$ cat src/rtl/tst_pkg.sv
package tst_pkg;

    typedef enum logic [1:0] {
        ST_IDLE      = 2'd0,
        ST_TEAR_WAIT = 2'd1,
        ST_FIRE      = 2'd2,
        ST_BUSY      = 2'd3
    } tst_state_e;

    typedef enum logic [1:0] {
        MODE_FREE  = 2'b00,
        MODE_VSYNC = 2'b01,
        MODE_TEAR  = 2'b10,
        MODE_RSVD  = 2'b11
    } tst_mode_e;

endpackage

$ cat src/rtl/tst_pin_sync.sv
// Synchronizes one asynchronous pin and reports a rising edge of its
// active level, where the active level is chosen by pol (1 = high).
module tst_pin_sync #(
    parameter int unsigned STAGES = 2
) (
    input  logic clk,
    input  logic rst_n,
    input  logic pin,
    input  logic pol,
    output logic active_rise
);

    localparam int unsigned MSB = STAGES - 1;

    logic [STAGES-1:0] chain_q;
    logic              last_q;
    logic              act_now;
    logic              act_prev;

    generate
        if (STAGES == 1) begin : g_single
            always_ff @(posedge clk or negedge rst_n) begin
                if (!rst_n) chain_q <= '0;
                else        chain_q <= pin;
            end
        end else begin : g_multi
            always_ff @(posedge clk or negedge rst_n) begin
                if (!rst_n) chain_q <= '0;
                else        chain_q <= {chain_q[STAGES-2:0], pin};
            end
        end
    endgenerate

    // The previous raw level is kept rather than the previous active
    // level, so a reset value shared by both stages never reads as an edge.
    always_ff @(posedge clk or negedge rst_n) begin
        if (!rst_n) last_q <= 1'b0;
        else        last_q <= chain_q[MSB];
    end

    assign act_now     = pol ? chain_q[MSB] : ~chain_q[MSB];
    assign act_prev    = pol ? last_q       : ~last_q;
    assign active_rise = act_now & ~act_prev;

endmodule

$ cat src/rtl/tst_tick_delay.sv
// Down-counter measured in strobe ticks. A load stores value + OFFSET,
// and expire flags the tick that consumes the last unit. OFFSET must be
// at least 1 so that a zero programmed value still expires.
module tst_tick_delay #(
    parameter int unsigned CW     = 16,
    parameter int unsigned OFFSET = 4
) (
    input  logic          clk,
    input  logic          rst_n,
    input  logic          load,
    input  logic [CW-1:0] load_val,
    input  logic          run,
    input  logic          tick,
    output logic          expire
);

    localparam int unsigned W = CW + 1;

    logic [W-1:0] cnt_q;

    always_ff @(posedge clk or negedge rst_n) begin
        if (!rst_n) begin
            cnt_q <= '0;
        end else if (load) begin
            cnt_q <= W'(load_val) + W'(OFFSET);
        end else if (run && tick && (cnt_q != '0)) begin
            cnt_q <= cnt_q - W'(1);
        end
    end

    assign expire = run & tick & (cnt_q == W'(1));

endmodule

$ cat src/rtl/tear_sync_trigger.sv
module tear_sync_trigger #(
    parameter int unsigned DELAY_W     = 16,
    parameter int unsigned SYNC_STAGES = 2,
    parameter int unsigned TEAR_OFFSET = 4
) (
    input  logic               clk,
    input  logic               rst_n,
    input  logic               vsync_pin,
    input  logic               te_pin,
    input  logic               vsync_pol,
    input  logic               te_pol,
    input  logic [1:0]         sync_mode,
    input  logic [DELAY_W-1:0] te_delay,
    input  logic               wr_tick,
    input  logic               frame_done,
    output logic               frame_start
);
    import tst_pkg::*;

    localparam int unsigned N_PINS = 2;
    localparam int unsigned PIN_VS = 0;
    localparam int unsigned PIN_TE = 1;

    tst_state_e state_q;
    tst_state_e state_d;
    tst_mode_e  mode;

    logic [N_PINS-1:0] pin_raw;
    logic [N_PINS-1:0] pin_pol;
    logic [N_PINS-1:0] pin_rise;
    logic              vs_rise;
    logic              te_rise;
    logic              delay_load;
    logic              delay_run;
    logic              delay_expire;

    assign mode            = tst_mode_e'(sync_mode);
    assign pin_raw[PIN_VS] = vsync_pin;
    assign pin_raw[PIN_TE] = te_pin;
    assign pin_pol[PIN_VS] = vsync_pol;
    assign pin_pol[PIN_TE] = te_pol;

    generate
        for (genvar g = 0; g < N_PINS; g++) begin : g_pin
            tst_pin_sync #(
                .STAGES(SYNC_STAGES)
            ) sync_i (
                .clk        (clk),
                .rst_n      (rst_n),
                .pin        (pin_raw[g]),
                .pol        (pin_pol[g]),
                .active_rise(pin_rise[g])
            );
        end
    endgenerate

    assign vs_rise = pin_rise[PIN_VS];
    assign te_rise = pin_rise[PIN_TE];

    tst_tick_delay #(
        .CW    (DELAY_W),
        .OFFSET(TEAR_OFFSET)
    ) delay_i (
        .clk     (clk),
        .rst_n   (rst_n),
        .load    (delay_load),
        .load_val(te_delay),
        .run     (delay_run),
        .tick    (wr_tick),
        .expire  (delay_expire)
    );

    // State register
    always_ff @(posedge clk or negedge rst_n) begin
        if (!rst_n) state_q <= ST_IDLE;
        else        state_q <= state_d;
    end

    // Next-state logic
    always_comb begin
        state_d = state_q;
        unique case (state_q)
            ST_IDLE: begin
                unique case (mode)
                    MODE_FREE:  state_d = ST_FIRE;
                    MODE_VSYNC: if (vs_rise) state_d = ST_FIRE;
                    MODE_TEAR:  if (te_rise) state_d = ST_TEAR_WAIT;
                    MODE_RSVD:  state_d = ST_IDLE;
                endcase
            end
            ST_TEAR_WAIT: begin
                if (mode != MODE_TEAR)  state_d = ST_IDLE;
                else if (delay_expire)  state_d = ST_FIRE;
            end
            ST_FIRE: state_d = ST_BUSY;
            ST_BUSY: begin
                if (frame_done) state_d = (mode == MODE_FREE) ? ST_FIRE : ST_IDLE;
            end
        endcase
    end

    // Outputs
    always_comb begin
        frame_start = (state_q == ST_FIRE);
        delay_load  = (state_q == ST_IDLE) && (mode == MODE_TEAR) && te_rise;
        delay_run   = (state_q == ST_TEAR_WAIT);
    end

endmodule

$ cat config.mk
export PLATFORM = sky130hd
export DESIGN_NAME = tear_sync_trigger
export DESIGN_NICKNAME = d
export VERILOG_FILES = /design/src/rtl/tst_pkg.sv /design/src/rtl/tst_pin_sync.sv /design/src/rtl/tst_tick_delay.sv /design/src/rtl/tear_sync_trigger.sv
export SDC_FILE = /design/constraint.sdc
export NUM_CORES = 1
export LEC_CHECK = 0
export BUFFER_PORTS_ARGS = -buffer_cell sky130_fd_sc_hd__buf_2
export CAP_MARGIN = 25
export CORE_ASPECT_RATIO = 0.8
export CORE_MARGIN = 2
export CORE_UTILIZATION = 35
export CTS_BUF_LIST = sky130_fd_sc_hd__clkbuf_8
export CTS_CLUSTER_SIZE = 28
export DETAILED_ROUTE_END_ITERATION = 16
export PLACE_DENSITY_LB_ADDON = 0.15
export SYNTH_ARGS = -nofsm -noshare
export SYNTH_HDL_FRONTEND = slang
export SYNTH_SLANG_ARGS = --single-unit
$ cat constraint.sdc
create_clock -name clk -period 2.1 [get_ports clk]
set_input_delay 0.315 -clock clk [delete_from_list [all_inputs] [get_ports clk]]
set_output_delay 0.315 -clock clk [all_outputs]
set_load 0.005 [all_outputs]
# ---- Word-level counts from Yosys, hierarchy flattened
# Cells that the tools add are included.
dict set report word_totals {
  register_bits 25
  inputBits 26
  wordCells 53
}
dict set report classes {
  addsub 2
  eq_ne 12
  n_mux 14
  bitwise 10
  reduce_logical 9
}
# cell count
set op_table {}
lappend op_table {{2-to-1 mux 17 bit} 2}
lappend op_table {{adder 16 x 3 -> 17 bit (second input constant)} 1}
lappend op_table {{equality test 17 x 1 -> 1 bit (second input constant)} 1}
lappend op_table {{nonzero test 17 bit} 1}
lappend op_table {{subtractor 17 x 1 -> 17 bit (second input constant)} 1}
lappend op_table {{case mux 2 bit (4 select lines)} 2}
lappend op_table {{2-to-1 mux 2 bit} 6}
lappend op_table {{equality test 2 bit (second input constant)} 4}
lappend op_table {{inequality test 3 bit (second input constant)} 2}
lappend op_table {{inverter 1 bit} 6}
lappend op_table {{bitwise AND 1 bit} 4}
lappend op_table {{equality test 2 x 1 -> 1 bit (second input constant)} 2}
lappend op_table {{logical AND 1 bit} 4}
lappend op_table {{logical NOT 2 bit} 2}
lappend op_table {{2-to-1 mux 1 bit} 4}
lappend op_table {{inequality test 2 bit (second input constant)} 2}
lappend op_table {{AND reduction 4 bit} 1}
lappend op_table {{inequality test 3 x 2 -> 1 bit (second input constant)} 1}
lappend op_table {{nonzero test 2 bit} 1}

# ---- Longest topological paths before layout
dict set report depth {
  word_depth 7
  mapped_depth 8
  ltp_nobuf 7
}

# ---- By module
# From an unflattened synthesis, not the netlist that was laid out.
dict set report unflattened {
  hier_cells 168
  hier_area_um2 1591.5
}
# mod n_inst cells_per_inst area_each_um2 seq_area_each_um2
set modules_own_cells {}
lappend modules_own_cells {tst_tick_delay 1 139 1255.0 425.4}
lappend modules_own_cells {tst_pin_sync 2 6 97.6 75.1}
lappend modules_own_cells {tear_sync_trigger 1 17 141.4 50.0}

# ---- Least setup slack after synthesis
# No wires, ideal clock.
dict set report synth_path {
  path_kind {register to register}
  startpoint {register delay_i.cnt_q[3]}
  endpoint {register delay_i.cnt_q[16]}
  setup_ps 82
  arrival_ps 2117
  required_time_ps 2018
  setup_slack_ps -98
  path_stages_with_launch 6
  period_less_slack_ps 2198
  path_cell_list {dfrtp_1 -> or4_4 -> or3_4 -> or3_4 -> or3_1 -> a31oi_1}
}
dict set report synth_via {
  elab_chain_cells 3
  word_cells_on_any_way 6
}
# item line_no
set synth_rtl {}
lappend synth_rtl {{from (decl)} tst_tick_delay.sv:19} ;# logic [W-1:0] cnt_q;
lappend synth_rtl {{from (signal assigned)} tst_tick_delay.sv:25} ;# cnt_q <= W'(load_val) + W'(OFFSET);
lappend synth_rtl {{from (signal assigned)} tst_tick_delay.sv:27} ;# cnt_q <= cnt_q - W'(1);
lappend synth_rtl {{subtractor 17 x 1 -> 17 bit or nonzero test 17 bit (tied branches)} {tst_tick_delay.sv:27, tst_tick_delay.sv:26}}
lappend synth_rtl {{2-to-1 mux 17 bit or logical AND 1 bit (tied branches)} tst_tick_delay.sv:26} ;# end else if (run && tick && (cnt_q != '0)) begin
lappend synth_rtl {{2-to-1 mux 17 bit or nonzero test 2 bit (tied branches)} n/a}
# Several ways; a longest one is shown, not always the timed one. The select of a mux whose other input is x is not followed.
# A chain may end at the register's enable or synchronous reset.

# ---- Final worst setup path
dict set report layout_path {
  startpoint {register delay_i.cnt_q[5]}
  endpoint {register delay_i.cnt_q[16]}
}
# The elaborated chain is that of the path after synthesis.

==> summary.txt <==
Outcome
  – Status: complete, but fails checks
  – Failing checks: setup timing

Layout
  – ANT cells: 0
  – Fillers: 425
  – Fin area: 0.00194 mm²
  – Commonest cells after routing, fill and taps aside: buf_2, dfrtp_1, buf_4
  – Core Util, Final: 45.8%
  – Layout cells sized above 1: 25.6%
  – Syn-to-layout area delta: 24.0%
  – Final Instance Count excl. Fillers: 268
  – Nets: approximately 240
  – Most common library cell in the layout ignoring fill and taps: buf_2

Global routing
  – All-Layer GR Usage: 15.7%
  – First-pass GRT wire length: 6.14 mm
  – Pin count of the biggest net entering global routing: 26
  – Vias in the first global route: 1396
  – Initial antenna violation count: 0
  – GRT overflow: 0

Placement
  – DP Cell Count: 264
  – GP Congestion: between 0.8 and 0.9
  – PortBufs: 26
  – Placed Area: 0.00188 mm²
  – Dpl ws: -88.0 ps
  – Dpl hpwl: a little under 3 mm

Floorplanning
  – Initial core utilization: ~37%
  – DIE HEIGHT: 63.8 µm
  – Core area: roughly 0.0042 mm²
  – Overall die width: 78.7 µm
  – Number of I/O pins: 27
  – Die area: 0.00502 mm²
  – Cell Rows: 21

Worst setup path
  – Reg2reg start: delay_i.cnt_q[5]
  – CP Class: register to register
  – Slowest CP cell: or4_4
  – Crit start category: register
  – Worst Setup SP: delay_i.cnt_q[5]
  – Worst path max stage delay: around 540 ps
  – CP Data Arrival Time: roughly 2400 ps
  – Worst EP required: 2300 ps
  – Crit end category: register
  – Worst Path Max Fanout: 4
  – Critical Path, Cell by Cell: or4_4 -> or3_4 -> or3_4 -> or3_1 -> a31oi_1
  – Most used cell, CP: or3_4

Synth
  – Post-synthesis sequential area ratio: about two fifths
  – Yosys cell types: 38
  – Number of synthesized register bits: 25
  – Syn_nets: 197
  – Mapped Area: 0.00156 mm²
  – Share of flip-flops with an asynchronous set or reset after synthesis: 100%
  – Avg Inst Size Synth: 9.37 µm²
  – Largest cells by area after synthesis: dfrtp_1, xnor2_1, mux2i_1
  – Top cell type by total area after synthesis: dfrtp_1
  – EDFF count, synth: 0
  – YS warnings: 0
  – Top_reg_cell synth: dfrtp_1
  – Area share of the largest cell type after synthesis: 40.0%
  – Synthesized instance count: roughly 170

Route
  – Remaining antenna violation count: 0
  – DR pass1 iterations: 4
  – Routed length per instance: 13.9 µm
  – Final Routed Wirelength: 3.73 mm
  – Vias/cell: 5.25
  – Routed via count: roughly 1400
  – Iteration-0 DRC Markers: 63
  – DRC: 0

STA
  – Final Max Tran Viols: 0
  – Final WS setup: -60.4 ps
  – F_max: 463 MHz
  – RSZ-0062 raised after global routing: yes
  – Min Hold Slack: 21.9 ps
  – Final Hold Fails: 0
  – Final min period: 2160 ps
  – Clock skew: 8.87 ps
  – Worst-Margin Slew: about 560 ps
  – Setup TNS: -126 ps
  – Period utilisation layout: 103%
  – Slew HR: approximately 62%
  – Final setup fails: 3

Hold path
  – Worst hold path type: input pin to async pin

Clock network
  – CTS max path bufs: 2
  – Root buffer cell: clkbuf_8
  – Hold Buf Count CTS: 0
  – Clock slew at reported path FFs: 90 ps
  – H-tree depth: 1
  – Clock Latency Late Sink: 270 ps
  – Post-CTS Setup Bufs: 0
  – TritonCTS Buffers: 3
  – CTS tree: yes
  – CTS Sinks: 25

Power and ir drop
  – Sequential Power Share: 42.4%
  – Int Pwr: between 1 and 1.5 mW
  – Total power: 1.94 mW
  – Net Sw Power: a little under 0.7 mW
  – P_leak: 0.800 nW
  – Peak supply drop: between 0.4 and 0.5 mV
  – PD cells: between 900 and 1000 mW/mm²
  – Combinational fraction of design power: 42.9%
  – Sw frac: between 30 and 40%
  – Clock Power Share: ~15%

Job
  – Maxcap violations: 0
-- Yosys cell counts (3+ instances only) --
master and n:
nand3_1 6, dfrtp_1 25, xnor2_1 15, mux2i_1 7, nand4_1 3, nor4_1 6
inv_1 3, xor2_1 7, a21oi_1 5, ha_1 4, nor3_1 8, or4_1 4
nand2_1 15, or3_1 3, nand3b_1 3, nor2_1 13, a31oi_1 4, o21ai_0 8
nor2b_1 3
-- power by group through the flow --
stage / Combinational (mW) / Clock (mW) / Sequential (mW)
2_1_floorplan: 0.448 / 0 / 0.834
3_3_place_gp: 0.791 / 0 / 0.822
3_5_place_dp: 0.815 / 0 / 0.828
4_1_cts: 0.826 / 0.297 / 0.821
5_1_grt: 0.920 / 0.321 / 0.848
6_report: 0.830 / 0.285 / 0.820
-- per-layer routing --
layer	part of all wire, %	up-vias	GRT usage, %
li1	-	695	-
met4	0.83	0	4.39
met2	46	29	26.1
met1	48	678	20.4
met5	0	-	0
met3	4.5	4	3.95
-- logic make-up after synthesis --
| kind of cell | share of synthesized area [%] |
|---|---|
| flip-flops | 40.0 |
| buffers and inverters | 1.52 |
| XOR/XNOR | 12.3 |
| AND/OR/NAND/NOR | 29.4 |
| multiplexers | 5.20 |
| adder cells (fa/ha/maj) | 3.20 |
| AO/OA/AOI/OAI | 8.32 |
-- state kept, by name, summed over array words and instances (netlist names) --
register / count
state_q: 2
delay_i.cnt_q: 17
g_pin.sync_i.chain_q: 4
g_pin.sync_i.last_q: 2
-- area by class of cell --
type                       instances  area [µm²]  area share (%)
clock buffer                       3        41.3            2.13
clock inverter                     1        3.75           0.194
inverter                           3        11.3           0.581
multi-input combinational        136         925            47.7
sequential                        25         626            32.3
tap                               57        71.3            3.68
timing repair buffer              43         262            13.5
-- path summary, 6_finish.rpt --
| path | to | slack (ps) | depth (start not counted) |
|---|---|---|---|
| setup / recovery | delay_i.cnt_q[16] | -60 | 5 |
| hold / removal | delay_i.cnt_q[1] | 20 | 1 |
| setup reg to reg | delay_i.cnt_q[16] | -60 | 5 |
| hold reg to reg | g_pin[0].sync_i.chain_q[1] | 350 | 0 |
| max in group asynchronous | delay_i.cnt_q[9] | 1700 | 1 |
| min in group clk | g_pin[0].sync_i.chain_q[0] | 150 | 1 |
-- what timing repair did --
action / 4_1_cts / 5_1_grt
gates resized for setup: 1 / 4
endpoints found under the setup margin: 6 / 7
pin swaps: 3 / 3
-- worst max-delay path: cells and delay by family (launching register included) --
kind	cells	cell delay, ps
and+or+nand+nor	4	1550
DFF	1	380
AOI/OAI and AO/OA	1	170
(Power assumes the default switching activity.)
